<file path="src/rtl/tank_pump_pkg.sv">
package tank_pump_pkg;
  typedef enum logic {
    PS_IDLE = 1'b0,
    PS_FILL = 1'b1
  } pump_state_t;

  localparam int SENSOR_CNT = 3;
  localparam int IDX_FULL   = 0;
  localparam int IDX_EMPTY  = 1;
  localparam int IDX_LOW    = 2;
endpackage

</file>
<file path="src/rtl/level_sync.sv">
module level_sync #(
  parameter int WIDTH  = 3,
  parameter int STAGES = 2
) (
  input  logic             clk,
  input  logic             rst,
  input  logic [WIDTH-1:0] async_i,
  output logic [WIDTH-1:0] sync_o
);
  localparam int LAST = STAGES - 1;

  for (genvar b = 0; b < WIDTH; b++) begin : g_bit
    logic [STAGES-1:0] chain;
    always_ff @(posedge clk) begin
      if (rst) chain <= '0;
      else     chain <= {chain[STAGES-2:0], async_i[b]};
    end
    assign sync_o[b] = chain[LAST];
  end
endmodule

</file>
<file path="src/rtl/pump_fsm.sv">
module pump_fsm
  import tank_pump_pkg::*;
(
  input  logic clk,
  input  logic rst,
  input  logic full_s,
  input  logic empty_s,
  input  logic low_s,
  output logic pump_q,
  output logic lamp_q
);
  pump_state_t state_q, state_d;
  logic        start_ok, stop_req;

  // A fault with both level sensors set counts as full.
  assign start_ok = empty_s && !full_s && !low_s;
  assign stop_req = full_s || low_s;

  always_comb begin
    state_d = state_q;
    unique case (state_q)
      PS_IDLE: if (start_ok) state_d = PS_FILL;
      PS_FILL: if (stop_req) state_d = PS_IDLE;
      default: state_d = PS_IDLE;
    endcase
  end

  always_ff @(posedge clk) begin
    if (rst) begin
      state_q <= PS_IDLE;
      pump_q  <= 1'b0;
      lamp_q  <= 1'b0;
    end else begin
      state_q <= state_d;
      pump_q  <= (state_d == PS_FILL);
      lamp_q  <= low_s;
    end
  end

  AST_START_ON_EMPTY: assert property (@(posedge clk) disable iff (rst)
    (!pump_q && empty_s && !full_s && !low_s) |=> pump_q);
  AST_HOLD_HYST: assert property (@(posedge clk) disable iff (rst)
    (pump_q && !full_s && !low_s) |=> pump_q);
  AST_STOP_ON_FULL: assert property (@(posedge clk) disable iff (rst)
    (pump_q && full_s) |=> !pump_q);
  AST_LOW_INTERLOCK: assert property (@(posedge clk) disable iff (rst)
    low_s |=> !pump_q);
  AST_FAULT_NO_START: assert property (@(posedge clk) disable iff (rst)
    (!pump_q && full_s) |=> !pump_q);
endmodule

</file>
<file path="src/rtl/tank_pump_ctrl.sv">
module tank_pump_ctrl
  import tank_pump_pkg::*;
#(
  parameter int SYNC_STAGES = 2
) (
  input  logic clk,
  input  logic rst,
  input  logic hdr_full_i,
  input  logic hdr_empty_i,
  input  logic res_low_i,
  output logic pump_o,
  output logic lamp_o
);
  logic [SENSOR_CNT-1:0] raw, synced;

  assign raw[IDX_FULL]  = hdr_full_i;
  assign raw[IDX_EMPTY] = hdr_empty_i;
  assign raw[IDX_LOW]   = res_low_i;

  level_sync #(.WIDTH(SENSOR_CNT), .STAGES(SYNC_STAGES)) u_sync (
    .clk     (clk),
    .rst     (rst),
    .async_i (raw),
    .sync_o  (synced)
  );

  pump_fsm u_fsm (
    .clk     (clk),
    .rst     (rst),
    .full_s  (synced[IDX_FULL]),
    .empty_s (synced[IDX_EMPTY]),
    .low_s   (synced[IDX_LOW]),
    .pump_q  (pump_o),
    .lamp_q  (lamp_o)
  );

  AST_LAMP_PUMP_EXCL: assert property (@(posedge clk) disable iff (rst)
    lamp_o |-> !pump_o);
  AST_LAMP_TRACKS_LOW: assert property (@(posedge clk) disable iff (rst)
    synced[IDX_LOW] |=> lamp_o);
endmodule

</file>
<file path="config.mk">
export PLATFORM = sky130hd
export DESIGN_NAME = tank_pump_ctrl
export DESIGN_NICKNAME = d
export VERILOG_FILES = /design/src/rtl/tank_pump_pkg.sv /design/src/rtl/level_sync.sv /design/src/rtl/pump_fsm.sv /design/src/rtl/tank_pump_ctrl.sv
export SDC_FILE = /design/constraint.sdc
export NUM_CORES = 1
export LEC_CHECK = 0
export BUFFER_PORTS_ARGS = -buffer_cell sky130_fd_sc_hd__buf_2
export CORE_AREA = 2 2 39 41
export DETAILED_ROUTE_END_ITERATION = 8
export DIE_AREA = 0 0 41 43
export HOLD_SLACK_MARGIN = 0.08
export PLACE_DENSITY = 0.45
export REMOVE_ABC_BUFFERS = 1
export SLEW_MARGIN = 0
export SYNTH_ARGS = -nofsm -noshare
export SYNTH_HDL_FRONTEND = slang
export SYNTH_HIERARCHICAL = 1
export SYNTH_SLANG_ARGS = --single-unit
</file>
<file path="constraint.sdc">
create_clock -name clk -period 0.8 [get_ports clk]
set_input_delay 0.04 -clock clk [delete_from_list [all_inputs] [get_ports clk]]
set_output_delay 0.04 -clock clk [all_outputs]
set_load 0.01 [all_outputs]
</file>
======== Word level (Yosys, flattened, before mapping) ========
Index checks and enable logic that the tools add are counted.
cells by class
  multiplexer cells ....................... 3
  reduce and logical (&&, ||, !) cells .... 5
  bitwise gates (word level) .............. 1
operators by type and width
  operator                               number
  1-bit logical AND                      2
  1-bit logical NOT                      2
  1-bit 2-to-1 mux                       2
  1-bit one-hot mux with 2 select lines  1
  1-bit logical OR                       1
  1-bit inverter                         1
word-level totals
  register bits ........................... 8
  input bits .............................. 5
  logic and storage cells ................. 14
  output and inout port bits .............. 2

======== Depth between registers and ports, before layout ========
  depth in word-level cells ............... 5
  mapped depth ............................ 3

======== Hierarchy ========
Netlist, hierarchy kept.
by module, submodules not included
  module      area an instance (sq um)  times used  cells each  sequential area each (sq um)
  level_sync  180.2                     1           15          120.1
  pump_fsm    62.6                      1           5           40.0

======== Worst setup path before layout ========
OpenSTA, ideal clock, no wires.
  path type ............................... register to register
  start point ............................. register u_sync.g_bit[0].chain[1]
  end point ............................... register u_fsm.state_q
  arrival ................................. 0.616 ns
  path slack .............................. 0.096 ns
  cell stages (with the launch flop) ...... 3
  data required time ...................... 0.712 ns
  cells stage by stage .................... dfxtp_1 -> buf_4 -> nor4_2
on the way
  word-level cells in the longest chain between the ends .. 5
  elaborated cells on any way between the ends .. 7
  those cells by class .................... mux: 3; reduce/logical: 4
ends and longest elaborated chain
  what                                       line              source
  start, declared                            level_sync.sv:13  logic [STAGES-1:0] chain;
  start signal, assigned                     level_sync.sv:16  else chain <= {chain[STAGES-2:0], async_i[b]};
  1-bit logical NOT                          pump_fsm.sv:16    assign start_ok = empty_s && !full_s && !low_s;
  1-bit logical AND (2 in a row)             pump_fsm.sv:16
  1-bit 2-to-1 mux                           pump_fsm.sv:22    PS_IDLE: if (start_ok) state_d = PS_FILL;
  1-bit one-hot mux with 2 select lines (*)  pump_fsm.sv:21    unique case (state_q)
  end signal, assigned                       pump_fsm.sv:34    state_q <= state_d;
  end, declared                              pump_fsm.sv:12    pump_state_t state_q, state_d;
Mark *: on every way between the ends. The rest lies on a longest branch, timed or not.
A chain may end at the register's enable or synchronous reset.

==> metrics.txt <==
Worst setup SP type register; Clock Sinks 8; actual slew at the worst max-slew pin between 0.15 and 0.2 ns; Core Box Area 1380 µm²; initial drt markers 5; Top Ports 7; clock root cell clkbuf_4; CTS tree done; starting density of the core approximately 18%; via count 163; DRC 0; critical path peak fanout 2; RSZ-0062 raised after global routing no; antenna violations before repair 0; family with the most delay on the worst path flip-flops; clk_lat worst skew 0.25 ns; DIE AREA 1760 µm²; slew margin rel. 87.1%; Leakage 0.000162 µW; Area growth syn-to-layout 50.5%; Required @ worst endpoint 0.76 ns; Nets 39; chip width 41 µm; mapped cell area approximately 240 µm²; period utilisation layout between 90% and 100%; PD cells approximately 2200 nW/µm²; Critical-path top delay cell dfxtp_1; post-layout instance area 365 µm²; diode count 0; Syn Inst Count 20; Finish-stage setup viols 0; Avg Cell Area, Syn between 10 and 15 µm²; clock buffer depth 2; yosys synthesis warning count 6; Pre-antenna DRT Iters 4; Yosys reg bits 8; max incr delay on CP 0.32 ns; placed cell areas 270 µm²; Detailed Route WL 391 µm; largest net degree at the start of global routing 9; Clk pin slew, worst setup/hold paths 0.05 ns; CTS buffer count 3; status finished clean; vias in the first global route 191; routability congestion estimate 0.561; first-pass GRT wire length roughly 660 µm; WL per Instance between 8 and 9 µm; gr usage total 6.55%; endpoint class of the critical path output pin; CP Data Arrival Time roughly 0.7 ns; crit-path cells buf_2; sequential fraction of the synthesis area 66.0%; CP Class register to output pin; Max H-tree Level 1; layout cell share with drive strength beyond 1 37.5%; Final Max Tran Viols 0; port bufs 6; crit path time final 0.745 ns; Vias/cell 3.40; Cell Rows 14; total power draw 793 µW; path type of the worst min-delay path input port to register; setup_tns 0 ns; Final ANT Viol Nets 0; Overflow after GRT 0; Max Clk Rate 1.34 GHz; Die Y 43 µm; Max IR drop VDD 0.962 mV; final hold violation count 0; Worst Path Buf+Inv 1; Hold WS between 0.15 and 0.2 ns; distinct cell type count after synthesis 5; # Max-Cap Violations 0; clk_skew 0.00362 ns
per-layer routing:
metal / vias to the layer above / wire, µm / global-route usage (%)
li1: 83 / - / -
met2: 13 / 191 / 9.06
met3: 0 / 61 / 9.42
met5: - / 0 / 0
met4: 0 / 0 / 2.00
met1: 67 / 138 / 4.87
power breakdown:
group | total (µW) | internal [µW] | switching [µW]
Clock | 305 | 171 | 134
Sequential | 423 | 417 | 6.90
Combinational | 64.4 | 43.1 | 21.3
registers in the layout, summed over array words and instances (netlist names):
| name | cells |
|---|---|
| u_sync/g_bit.chain | 6 |
| u_fsm/state_q | 1 |
| u_fsm/lamp_q | 1 |
logic make-up after synthesis:
kind of cell	share of synthesized area, %
and+or+nand+nor	24.7
DFF	66.0
buffers and inverters	9.28
final timing paths:
check / from / end / slack (ns) / cells after the start
max: u_fsm/state_q$_SDFF_PP0_ / pump_o / 0.06 / 1
min: rst / u_fsm/lamp_q$_SDFF_PP0_ / 0.19 / 3
max reg2reg: u_sync/g_bit[2].chain[1]$_SDFF_PP0_ / u_fsm/state_q$_SDFF_PP0_ / 0.16 / 1
min reg2reg: u_sync/g_bit[1].chain[0]$_SDFF_PP0_ / u_sync/g_bit[1].chain[1]$_SDFF_PP0_ / 0.43 / 1
placed cells by master (no fill, tap or decap):
master and count:
dlygate4sd3_1 3, nor4_4 1, nor2_1 1, nor2b_1 7
buf_2 5, dlymetal6s4s_1 1, buf_4 2, buf_6 1
clkbuf_4 3, dfxtp_1 8
metrics by stage:
stage	std cells	setup slack, ns	utilization, %
4_1_cts	46	0.0434	24.1
3_3_place_gp	39	0.200	19.5
2_1_floorplan	17	0.200	-
5_1_grt	48	0.00432	26.4
6_report	48	0.0554	26.4
3_5_place_dp	39	0.181	19.5
final cells by class:
cell class / instances / area [µm²]
clock buffers: 3 / 22.5
fillers: 145 / 1020
multi-input cells: 9 / 68.8
flip-flops and latches: 8 / 160
well taps: 16 / 20.0
repair buffers: 12 / 93.8
cells in the mapped netlist, drive strengths merged:
master  n  area [µm²]
buf     3        22.5
dfxtp   8         160
nor2    1        3.75
nor2b   7        43.8
nor4    1        12.5
repair_timing:
| item | in CTS | in global routing |
|---|---|---|
| hold buffers | 4 | 0 |
| hold endpoints to repair | 8 | 0 |
| resized for setup | 0 | 5 |
| setup buffers | 0 | 2 |
| setup endpoints to repair | 0 | 1 |
tightest hold or removal path, stage by stage:
cell and delay, ns:
dlymetal6s4s_1 0.18, buf_6 0.13, nor2b_1 0.04
(Power assumes the default switching activity.)
